<file path="src/rtl/gas_pkg.sv">
package gas_pkg;

    typedef enum logic {
        OP_ADD = 1'b0,
        OP_SUB = 1'b1
    } op_e;

    localparam int DEF_WIDTH = 16;
    localparam int DEF_LO_W  = 8;

endpackage

</file>
<file path="src/rtl/gas_lo_add.sv">
module gas_lo_add #(
    parameter int LO_W = 8
) (
    input  logic [LO_W-1:0] a_i,
    input  logic [LO_W-1:0] b_i,
    input  logic            c_i,
    output logic [LO_W-1:0] sum_o,
    output logic            c_o,
    output logic            ovf_o
);
    localparam int BODY_W = LO_W - 1;

    logic [LO_W-1:0] body;
    logic [1:0]      msb;
    logic            c_into_msb;

    always_comb begin
        body       = {1'b0, a_i[BODY_W-1:0]} + {1'b0, b_i[BODY_W-1:0]}
                   + {{BODY_W{1'b0}}, c_i};
        c_into_msb = body[BODY_W];
        msb        = {1'b0, a_i[LO_W-1]} + {1'b0, b_i[LO_W-1]} + {1'b0, c_into_msb};
        sum_o      = {msb[0], body[BODY_W-1:0]};
        c_o        = msb[1];
        ovf_o      = c_into_msb ^ msb[1];
    end

endmodule

</file>
<file path="src/rtl/gas_detect.sv">
module gas_detect #(
    parameter int WIDTH = 16,
    parameter int LO_W  = 8
) (
    input  logic [WIDTH-1:0] a_i,
    input  logic [WIDTH-1:0] b_i,
    input  logic             ovf_i,
    output logic             need_o
);
    localparam int CHK_W = WIDTH - LO_W + 1;

    logic [1:0] narrow;

    for (genvar g = 0; g < 2; g++) begin : g_opnd
        logic [CHK_W-1:0] top_bits;
        assign top_bits  = (g == 0) ? a_i[WIDTH-1:LO_W-1] : b_i[WIDTH-1:LO_W-1];
        assign narrow[g] = (&top_bits) | ~(|top_bits);
    end

    assign need_o = ~(&narrow) | ovf_i;

endmodule

</file>
<file path="src/rtl/gas_hi_add.sv">
module gas_hi_add #(
    parameter int HI_W = 8
) (
    input  logic [HI_W-1:0] a_i,
    input  logic [HI_W-1:0] b_i,
    input  logic            c_i,
    output logic [HI_W-1:0] sum_o
);
    always_comb begin
        sum_o = a_i + b_i + {{(HI_W-1){1'b0}}, c_i};
    end

endmodule

</file>
<file path="src/rtl/guarded_addsub.sv">
module guarded_addsub
    import gas_pkg::*;
#(
    parameter int WIDTH = DEF_WIDTH,
    parameter int LO_W  = DEF_LO_W
) (
    input  logic             clk_i,
    input  logic             rst_i,
    input  logic             valid_i,
    input  logic             sub_i,
    input  logic [WIDTH-1:0] a_i,
    input  logic [WIDTH-1:0] b_i,
    output logic             valid_o,
    output logic [WIDTH-1:0] sum_o,
    output logic             hi_active_o
);
    localparam int HI_W = WIDTH - LO_W;

    typedef struct packed {
        logic            vld;
        logic            act;
        logic [LO_W-1:0] lo;
        logic [HI_W-1:0] ha;
        logic [HI_W-1:0] hb;
        logic            hc;
    } st_t;

    st_t st_d, st_q;

    logic [WIDTH-1:0] b_eff;
    logic [LO_W-1:0]  lo_sum;
    logic             lo_co;
    logic             lo_ovf;
    logic             hi_need;
    logic             hi_load;
    logic [HI_W-1:0]  hi_sum;
    logic [HI_W-1:0]  hi_fill;
    logic [2*HI_W:0]  hi_ops_q;

    assign b_eff = (op_e'(sub_i) == OP_SUB) ? ~b_i : b_i;

    gas_lo_add #(.LO_W(LO_W)) u_lo (
        .a_i   (a_i[LO_W-1:0]),
        .b_i   (b_eff[LO_W-1:0]),
        .c_i   (sub_i),
        .sum_o (lo_sum),
        .c_o   (lo_co),
        .ovf_o (lo_ovf)
    );

    gas_detect #(.WIDTH(WIDTH), .LO_W(LO_W)) u_det (
        .a_i    (a_i),
        .b_i    (b_eff),
        .ovf_i  (lo_ovf),
        .need_o (hi_need)
    );

    assign hi_load = valid_i & hi_need;

    always_comb begin
        st_d     = st_q;
        st_d.vld = valid_i;
        st_d.act = hi_load;
        if (valid_i) begin
            st_d.lo = lo_sum;
        end
        if (hi_load) begin
            st_d.ha = a_i[WIDTH-1:LO_W];
            st_d.hb = b_eff[WIDTH-1:LO_W];
            st_d.hc = lo_co;
        end
    end

    always_ff @(posedge clk_i) begin
        if (rst_i) begin
            st_q <= '0;
        end else begin
            st_q <= st_d;
        end
    end

    gas_hi_add #(.HI_W(HI_W)) u_hi (
        .a_i   (st_q.ha),
        .b_i   (st_q.hb),
        .c_i   (st_q.hc),
        .sum_o (hi_sum)
    );

    always_comb begin
        hi_fill = st_q.act ? hi_sum : {HI_W{st_q.lo[LO_W-1]}};
    end

    assign hi_ops_q    = {st_q.ha, st_q.hb, st_q.hc};
    assign valid_o     = st_q.vld;
    assign hi_active_o = st_q.act;
    assign sum_o       = {hi_fill, st_q.lo};

endmodule

</file>
<file path="config.mk">
export PLATFORM = sky130hd
export DESIGN_NAME = guarded_addsub
export DESIGN_NICKNAME = d
export VERILOG_FILES = /design/src/rtl/gas_pkg.sv /design/src/rtl/gas_lo_add.sv /design/src/rtl/gas_detect.sv /design/src/rtl/gas_hi_add.sv /design/src/rtl/guarded_addsub.sv
export SDC_FILE = /design/constraint.sdc
export NUM_CORES = 1
export LEC_CHECK = 0
export BUFFER_PORTS_ARGS = -buffer_cell sky130_fd_sc_hd__buf_2
export CELL_PAD_IN_SITES_DETAIL_PLACEMENT = 1
export CELL_PAD_IN_SITES_GLOBAL_PLACEMENT = 1
export CORE_MARGIN = 1
export CORE_UTILIZATION = 36
export CTS_CLUSTER_SIZE = 12
export DETAILED_ROUTE_END_ITERATION = 12
export PLACE_DENSITY = 0.73
export SYNTH_ARGS = -nofsm -noshare
export SYNTH_HDL_FRONTEND = slang
export SYNTH_HIERARCHICAL = 1
export SYNTH_SLANG_ARGS = --single-unit
</file>
<file path="constraint.sdc">
create_clock -name clk_i -period 2.99 [get_ports clk_i]
set_clock_uncertainty 0.1 [all_clocks]
set_input_delay 0 -clock clk_i [delete_from_list [all_inputs] [get_ports clk_i]]
set_output_delay 0 -clock clk_i [all_outputs]
set_load 0.02 [all_outputs]
</file>
## After elaboration in Yosys (flattened, before gate mapping)

Cells that the tools add are included.

- Bits in registers: 27
- Output and inout port bits: 18
- Input bits: 36
- Logic and storage cells: 28

- Mux-type cells: 2
- $add $sub $neg: 6
- Bitwise gates (word level): 9
- Reductions and logical operators: 5

Operators by type and width:

| cell | count |
|---|---|
| $reduce_and A9 Y1 | 2 |
| $reduce_or A9 Y1 | 2 |
| $add A8 B1 Y8 | 2 |
| $mux W16 | 1 |
| $not A16 Y16 | 1 |
| $add A7 B7 Y8 | 1 |
| $add A8 B8 Y8 | 1 |
| $mux W8 | 1 |
| $not A1 Y1 | 3 |
| $or A1 B1 Y1 | 3 |
| $add A1 B1 Y2 | 1 |
| $add A2 B1 Y2 | 1 |
| $reduce_and A2 Y1 | 1 |
| $and A1 B1 Y1 | 1 |
| $xor A1 B1 Y1 | 1 |

## Longest topological paths before layout

Gate-level depths: netlist of the first run.

- Word-level depth: 9
- Depth in mapped cells: 17
- Mapped depth without buffers: 13

## By module

Netlist of the first run, hierarchy kept.

By module, submodules not included:

| module | area each (um^2) | cells an instance | sequential area each (um^2) | times used |
|---|---|---|---|---|
| guarded_addsub | 1368.8 | 145 | 540.5 | 1 |
| gas_lo_add | 350.3 | 47 | 0.0 | 1 |
| gas_hi_add | 345.3 | 43 | 0.0 | 1 |
| gas_detect | 88.8 | 14 | 0.0 | 1 |

## Worst setup path before layout of the first run

Ideal clock, no wire load.

- Kind: input to register
- Start point: in sub_i
- End point: reg st_q (netlist bit hi_ops_q[1])
- Library setup time: 0.079 ns
- Stages: 17
- Setup slack: -0.006 ns
- Data required time: 2.811 ns
- Data arrival time: 2.817 ns
- Buffers on the path: 4
- Cell sequence: buf_6 -> buf_12 -> xor2_1 -> inv_1 -> fa_1 -> nor2b_1 -> o31a_1 -> o22ai_2 -> fa_1 -> inv_1 -> xnor2_1 -> nor4b_1 -> o22ai_1 -> buf_6 -> and2_4 -> buf_6 -> a211oi_2

- Elaborated cells between the ends (all ways): 14
- Classes of those cells: 4 x add/sub; 1 x mux; 6 x bitwise; 3 x reduce/logical

RTL lines:

| what | RTL line | source |
|---|---|---|
| start, declared | guarded_addsub.sv:10 | `input logic sub_i,` |
| $mux W16 | guarded_addsub.sv:40 | `assign b_eff = (op_e'(sub_i) == OP_SUB) ? ~b_i : b_i;` |
| net b_eff[0] | guarded_addsub.sv:30 | `logic [WIDTH-1:0] b_eff;` |
| $add A7 B7 Y8 | gas_lo_add.sv:18 | `body = {1'b0, a_i[BODY_W-1:0]} + {1'b0, b_i[BODY_W-1:0]}` |
| $add A8 B1 Y8 | gas_lo_add.sv:19 | `+ {{BODY_W{1'b0}}, c_i};` |
| $add A2 B1 Y2 | gas_lo_add.sv:21 | `msb = {1'b0, a_i[LO_W-1]} + {1'b0, b_i[LO_W-1]} + {1'b0, c_into_msb};` |
| net lo_co | guarded_addsub.sv:32 | `logic lo_co;` |
| $xor A1 B1 Y1 | gas_lo_add.sv:24 | `ovf_o = c_into_msb ^ msb[1];` |
| net lo_ovf | guarded_addsub.sv:33 | `logic lo_ovf;` |
| $or A1 B1 Y1 | gas_detect.sv:20 | `assign need_o = ~(&narrow) \| ovf_i;` |
| net hi_need | guarded_addsub.sv:34 | `logic hi_need;` |
| $and A1 B1 Y1 | guarded_addsub.sv:58 | `assign hi_load = valid_i & hi_need;` |
| end signal, assigned | guarded_addsub.sv:78 | `st_q <= st_d;` |
| end, declared | guarded_addsub.sv:28 | `st_t st_d, st_q;` |

The timed path passes the listed nets, and every way through them passes these cells.
A chain may end at the register's enable or synchronous reset.

## Worst setup path after layout of the first run

- Start point: in sub_i
- End point: reg st_q (netlist bit hi_ops_q[0])

The elaborated chain is that of the path after synthesis.

==> results of run 1 <==
==> kinds of logic after synthesis <==
group	after synthesis
adders and majority gates	17
buffers and inverters	38
xor gates and xnor gates	24
DFF	27
AOI/OAI and AO/OA	64
muxes	8
and+or+nand+nor	71
==> cell usage after synthesis, types with 2 or more instances <==
library cell	number
xnor2_1	11
a21oi_1	25
inv_1	23
nand4_1	3
fa_1	5
buf_2	6
o21a_1	2
o21ai_0	5
a21bo_2	9
or4_1	4
dfxtp_1	27
ha_1	12
nor2_1	13
nor4_1	2
nor3_1	3
mux2i_1	8
o211ai_1	4
a211oi_2	8
nor2b_1	7
buf_4	2
xor2_1	11
buf_6	5
xnor2_2	2
nand2b_1	2
nand2_1	21
o31a_1	2
nand3_1	10
==> sequential cells by signal, indices dropped and copies added (netlist names) <==
signal / flops
hi_active_o: 1
valid_o: 1
hi_ops_q: 17
sum_o: 8
==> layout make-up <==
| type | count | area share |
|---|---|---|
| inverter | 23 | 0.0320 |
| tap | 72 | 0.0334 |
| sequential | 27 | 0.200 |
| clock buffer | 3 | 0.0153 |
| multi-input combinational | 184 | 0.526 |
| timing repair buffer | 79 | 0.190 |
| clock inverter | 1 | 0.00278 |
==> layout by cell type, fill, tap and decap left out, drive strengths merged, types with 2 or more instances in the layout <==
cell type and n:
xnor2 13, a211oi 9, nor4 2, nand3 10, nor3 3, o31a 2
o311ai 2, inv 23, o21a 2, a21bo 9, fa 5, mux2i 8
o211ai 4, buf 63, nand4 3, nor2b 8, ha 12, xor2 11
nand2b 2, dlygate4sd3 16, clkbuf 3, o22ai 2, or4 4, o21ai 5
dfxtp 27, nor2 13, nand2 21, a21oi 25
==> power groups by stage <==
| stage | sequential, mW | clock (mW) | combinational [mW] |
|---|---|---|---|
| after floorplan | 0.436 | 0 | 0.287 |
| after global placement | 0.422 | 0 | 0.415 |
| after global routing | 0.419 | 0.243 | 0.499 |
| after CTS | 0.415 | 0.229 | 0.446 |
| after detailed placement | 0.423 | 0 | 0.427 |
| final | 0.414 | 0.222 | 0.446 |
==> routing by layer <==
| metal | vias to the layer above | GRT usage |
|---|---|---|
| met5 | - | 0 |
| met4 | 0 | 0.0509 |
| met3 | 6 | 0.0253 |
| met2 | 40 | 0.376 |
| met1 | 936 | 0.230 |
| li1 | 996 | - |
==> per-stage QoR <==
step	setup slack, ns	utilization	TNS, ns	hold slack [ns]
2_1_floorplan	0.0268	-	0	0.0475
3_3_place_gp	0.0425	0.438	0	0.194
3_5_place_dp	-0.188	0.438	-2.63	0.202
4_1_cts	0.0964	0.475	0	0.0748
5_1_grt	-0.0912	0.478	-0.939	0.110
6_report	0.0799	0.478	0	0.0804
==> critical path, cell delays in order <==
cell and delay (ns):
buf_2 0.12, xor2_1 0.14, inv_1 0.08, fa_1 0.43, nor2b_1 0.17, o31a_1 0.24
o22ai_2 0.13, fa_1 0.37, inv_1 0.09, xnor2_1 0.12, nor4_2 0.38, o22ai_2 0.18
buf_12 0.19, a21bo_2 0.21, a21oi_1 0.15
==> worst max-delay path by stage <==
stage                from  slack (ns)  cells after the start           to
CTS                 sub_i         0.1                     15  hi_ops_q[0]
global placement    sub_i        0.04                     15  hi_ops_q[0]
global route        sub_i       -0.09                     15  hi_ops_q[0]
detailed placement  sub_i       -0.19                     15  hi_ops_q[0]
floorplan           sub_i        0.03                     17  hi_ops_q[1]
finish              sub_i        0.08                     15  hi_ops_q[0]
==> what timing repair did <==
action / in CTS / in global routing
resized for setup: 0 / 3
endpoints found under the setup margin: 0 / 16
hold buffers: 16 / 0
endpoints found under the hold margin: 16 / 0
==> flow_summary.ini, run 1 <==
[status]
status = completed

[synthesis]
synth_top_cell_by_area = dfxtp_1
synth.area.mux_share = 0.0372
synth.area.top_cells = dfxtp_1, ha_1, a21oi_1
yosys.area_share.simple = 0.170
synth_seq_cells = 27
yosys.area_share.adder = 0.116
synthArstFlopShare = 0
synth_xor_area_frac = 0.105
synth_area_per_cell_um2 = 8.65
ys_seq_area_frac = 0.251
ys_types = 44
syn-num-nets = 302
synth_edf_count = 0
ys.flop_type = dfxtp_1
syn_inst = 249
yosys.area.top_type_share = 0.251
synth_warnings = 6
syn_area_um2 = 2150
synth_top_family_by_area = compound AO/OA/AOI/OAI gates
synth_compound_area_frac = 0.223

[detailed_routing]
wire_per_inst_um = 14.8
drt_iter0_markers = 45
route.detailed.drc = 0
routed.top_layer = met4
drt-vias-per-instance = 5.08
wl_met1_um = 2570
wl_met3_um = 181
vias = 1978
ant_nets = 0
met2WireLength_um = 2960
dr.pass1.iters = 4
drt-total-wl_um = 5770

[power_and_ir_drop]
vdd.ir_drop.worst_mv = 0.251
power.internal_mw = 0.686
combPwrFrac = 0.412
powerDensity_nw_per_um2 = 401
clkPwrFrac = 0.205
seq_power_share = 0.383
power_mw = 1.08
leakage_nw = 1.28
p_sw_mw = 0.396
swShare = 0.366

[setup_path]
reg2reg_to = hi_ops_q[0]
r2r-start = hi_ops_q[0]
start_kind = primary input
reg2reg_slack_ns = 2.07
path_max_fanout = 18
cp.required_ns = 3.09
cp_data_arrival_time_ns = 3.01
reg2reg_depth = 2
endpoint_kind = flop
critPathKind = in -> reg

[clocking]
insertion_delay_ns = 0.27
cts_tree = built
cts_setup_buffers = 0
cts_buffer_depth = 2
clockRootBuffer = clkbuf_8
cts_max_level = 1
cts_buffers = 3
clock-sinks = 27
cts.clk_slew.worst_paths_ns = 0.11

[sta]
maxSlewViolCount = 0
hold_viol_final = 0
tightest_slew_ns = 0.758
period_share = 0.973
clock.fmax_mhz = 344
period_minus_slack_ns = 2.91
setup_violations = 0
max-slew-margin-rel = 0.495

[global_route]
first_global_vias = 2069
grt_max_degree = 37
grt_pass1_wl_um = 9750
grt_util_all_layers = 0.198
overflow = 0
antenna_found_initial = 0

[floorplan]
dieWidth_um = 79.3
die-height_um = 79.3
coreArea_um2 = 5640
die-area_um2 = 6290
io_pins = 54
initial_utilization = 0.382
rows = 27

[cells_and_area]
design_area_um2 = 2700
layout.nets = 371
antenna_cells = 0
multi_input_area_um2 = 1420
synthToLayoutAreaGrowth_pct = 25.3
drive_gt1_frac = 0.290
ff_latch_area_um2 = 541
fillers = 714
final-instance-count-excl-fill = 389

[worst_hold_path]
holdCritPathClass = in -> reg
hold_end = sum_o[1]
holdCritStartpoint = a_i[1]
hold_depth = 4

[placed_design]
dp_hpwl_um = 4180
post-place-cells = 369
io_buffers = 53
placed_cell_area_um2 = 2470
place.gp.congestion = 0.797

[job]
cap_violations = 0
(Power assumes the default switching activity.)
==> run 2: changes to the inputs <==
==> constraint.sdc (replaced) <==
create_clock -name clk_i -period 2.99 [get_ports clk_i]
set_clock_uncertainty 0.1 [all_clocks]
set_input_delay 0.4485 -clock clk_i [delete_from_list [all_inputs] [get_ports clk_i]]
set_output_delay 0.4485 -clock clk_i [all_outputs]
set_load 0.02 [all_outputs]
==> run 2 against run 1 <==
Effect of this change: the flow now finishes with violations (setup timing); register-to-register slack improved by 0.04 ns; routed wire length shrank 2.3%; first-iteration DRC count up 38%; total power grew 4.7%; critical path depth rose by 1; design area up 5.6%; worst setup slack worse by 0.084 ns; hold slack better by 0.27 ns; sequential cell count unchanged; critical path type unchanged; largest cell class unchanged.
==> flow_summary.ini, run 2 (synthesis gave the netlist of run 1 again) <==
[clocking]
cts_max_level = 1
cts_buffers = 3
clock-sinks = 27
clockRootBuffer = clkbuf_8
insertion_delay_ns = 0.28
cts_hold_buffers = 0
cts.clk_slew.worst_paths_ns = 0.10
cts_tree = built
cts_buffer_depth = 2

[sta]
maxSlewViolCount = 0
setup_violations = 1
holdWs_ns = 0.349
tightest_slew_ns = 0.762
hold_viol_final = 0
fin_ws_ns = -0.00413
period_share = 1.00
rsz0062_at_grt = true
max-slew-margin-rel = 0.492
period_minus_slack_ns = 2.99
clock.fmax_mhz = 334

[global_route]
grt_util_all_layers = 0.185
overflow = 0
antenna_found_initial = 0
grt_max_degree = 34
first_global_vias = 2021
grt_pass1_wl_um = 9210

[setup_path]
critPathKind = in -> reg
cp.required_ns = 3.10
worstPathCellList = buf_12, xor2_1, inv_1, fa_2, nor2b_2, o31a_1, o22ai_4, fa_2, inv_2, xnor2_2, nor4b_2, o22ai_2, buf_6, buf_6, a21bo_2, a21oi_2
reg2reg_to = hi_ops_q[12]
crit_end = hi_ops_q[16]
r2r-start = hi_ops_q[12]
path_max_fanout = 6
cp.buffers_inverters = 5
reg2reg_slack_ns = 2.11
crit_path_start = sub_i
crit_slowest_cell = fa_2
slowest_delay_ns = 0.36
cp_data_arrival_time_ns = 3.10
worst-path-stages = 16
reg2reg_depth = 2
endpoint_kind = flop
cp_top_family = compound AO/OA/AOI/OAI gates
start_kind = primary input

[worst_hold_path]
hold_depth = 3
holdCritStartpoint = a_i[13]
holdCritPathClass = in -> reg

[detailed_routing]
drt-total-wl_um = 5640
dr.pass1.iters = 4
drt-vias-per-instance = 5.09
drt_iter0_markers = 62
wire_per_inst_um = 14.3
vias = 2006
route.detailed.drc = 0
ant_nets = 0

[floorplan]
io_pins = 54
rows = 27
die-area_um2 = 6290
die-height_um = 79.3
dieWidth_um = 79.3
coreArea_um2 = 5640
initial_utilization = 0.382

[cells_and_area]
synthToLayoutAreaGrowth_pct = 32.4
design_area_um2 = 2850
layout_common_cells = buf_2, dfxtp_1, buf_4, inv_1, nand2_1
antenna_cells = 0
drive_gt1_frac = 0.413
final-instance-count-excl-fill = 394
layout_commonest_cell = buf_2
largest_reg_flops = 17
layout.nets = 376

[placed_design]
placed_cell_area_um2 = 2590
dp_hpwl_um = 4310
post-place-cells = 382
io_buffers = 53
place.gp.congestion = 0.814

[status]
status = finished, violations left
violations = setup timing

[power_and_ir_drop]
vdd.ir_drop.worst_mv = 0.171
powerDensity_nw_per_um2 = 397
leakage_nw = 1.34

[job]
cap_violations = 0
-- run 2: layout make-up --
| cell class | count | area (um2) |
|---|---|---|
| clock buffer | 4 | 45.0 |
| timing repair buffer | 84 | 554 |
| inverter | 23 | 86.3 |
| fill | 689 | 2790 |
| sequential | 27 | 541 |
| multi-input combinational | 184 | 1530 |
| tap | 72 | 90.1 |
-- run 2: worst reg2reg max path, stage by stage (launching register included) --
cell and delay [ns]:
dfxtp_1 0.38, a21bo_2 0.23, a21oi_1 0.11
-- run 2: how the worst min path moves through the flow --
stage / endpoint / slack, ns
final: hi_ops_q[14] / 0.35
after detailed placement: sum_o[5] / 0.38
after floorplan: hi_ops_q[3] / 0.43
after global placement: sum_o[5] / 0.37
after global routing: hi_ops_q[14] / 0.35
after CTS: hi_ops_q[10] / 0.34
-- run 2: metrics by stage --
step | utilization | total power, mW | setup WS [ns] | setup TNS (ns)
floorplan | - | 0.729 | -0.318 | -4.77
global placement | 0.459 | 0.870 | -0.366 | -6.18
detailed placement | 0.459 | 0.883 | -0.541 | -9.05
CTS | 0.489 | 1.13 | -0.0193 | -0.132
global route | 0.505 | 1.21 | -0.130 | -1.89
finish | 0.505 | 1.13 | -0.00413 | -0.00413
-- run 2: timing repair --
| item | 4_1_cts | 5_1_grt |
|---|---|---|
| cloned | 2 | 0 |
| gates resized for setup | 23 | 14 |
| pin swaps | 26 | 4 |
| buffers inserted | 3 | 3 |
| endpoints found under the setup margin | 18 | 19 |
-- run 2: power breakdown --
| group | total, mW | leakage, nW | switching, mW | internal, mW |
|---|---|---|---|---|
| registers | 0.417 | 0.224 | 0.0249 | 0.392 |
| clock network | 0.218 | 0.0228 | 0.122 | 0.0958 |
| logic | 0.498 | 1.10 | 0.261 | 0.236 |
| total | 1.13 | 1.34 | 0.409 | 0.724 |
-- run 2: per-layer routing --
layer	vias up	GRT usage	wire length, um
met2	40	0.360	3020
li1	1006	-	-
met5	-	0	0
met3	5	0.0138	129
met4	0	0.0382	46
met1	955	0.217	2440
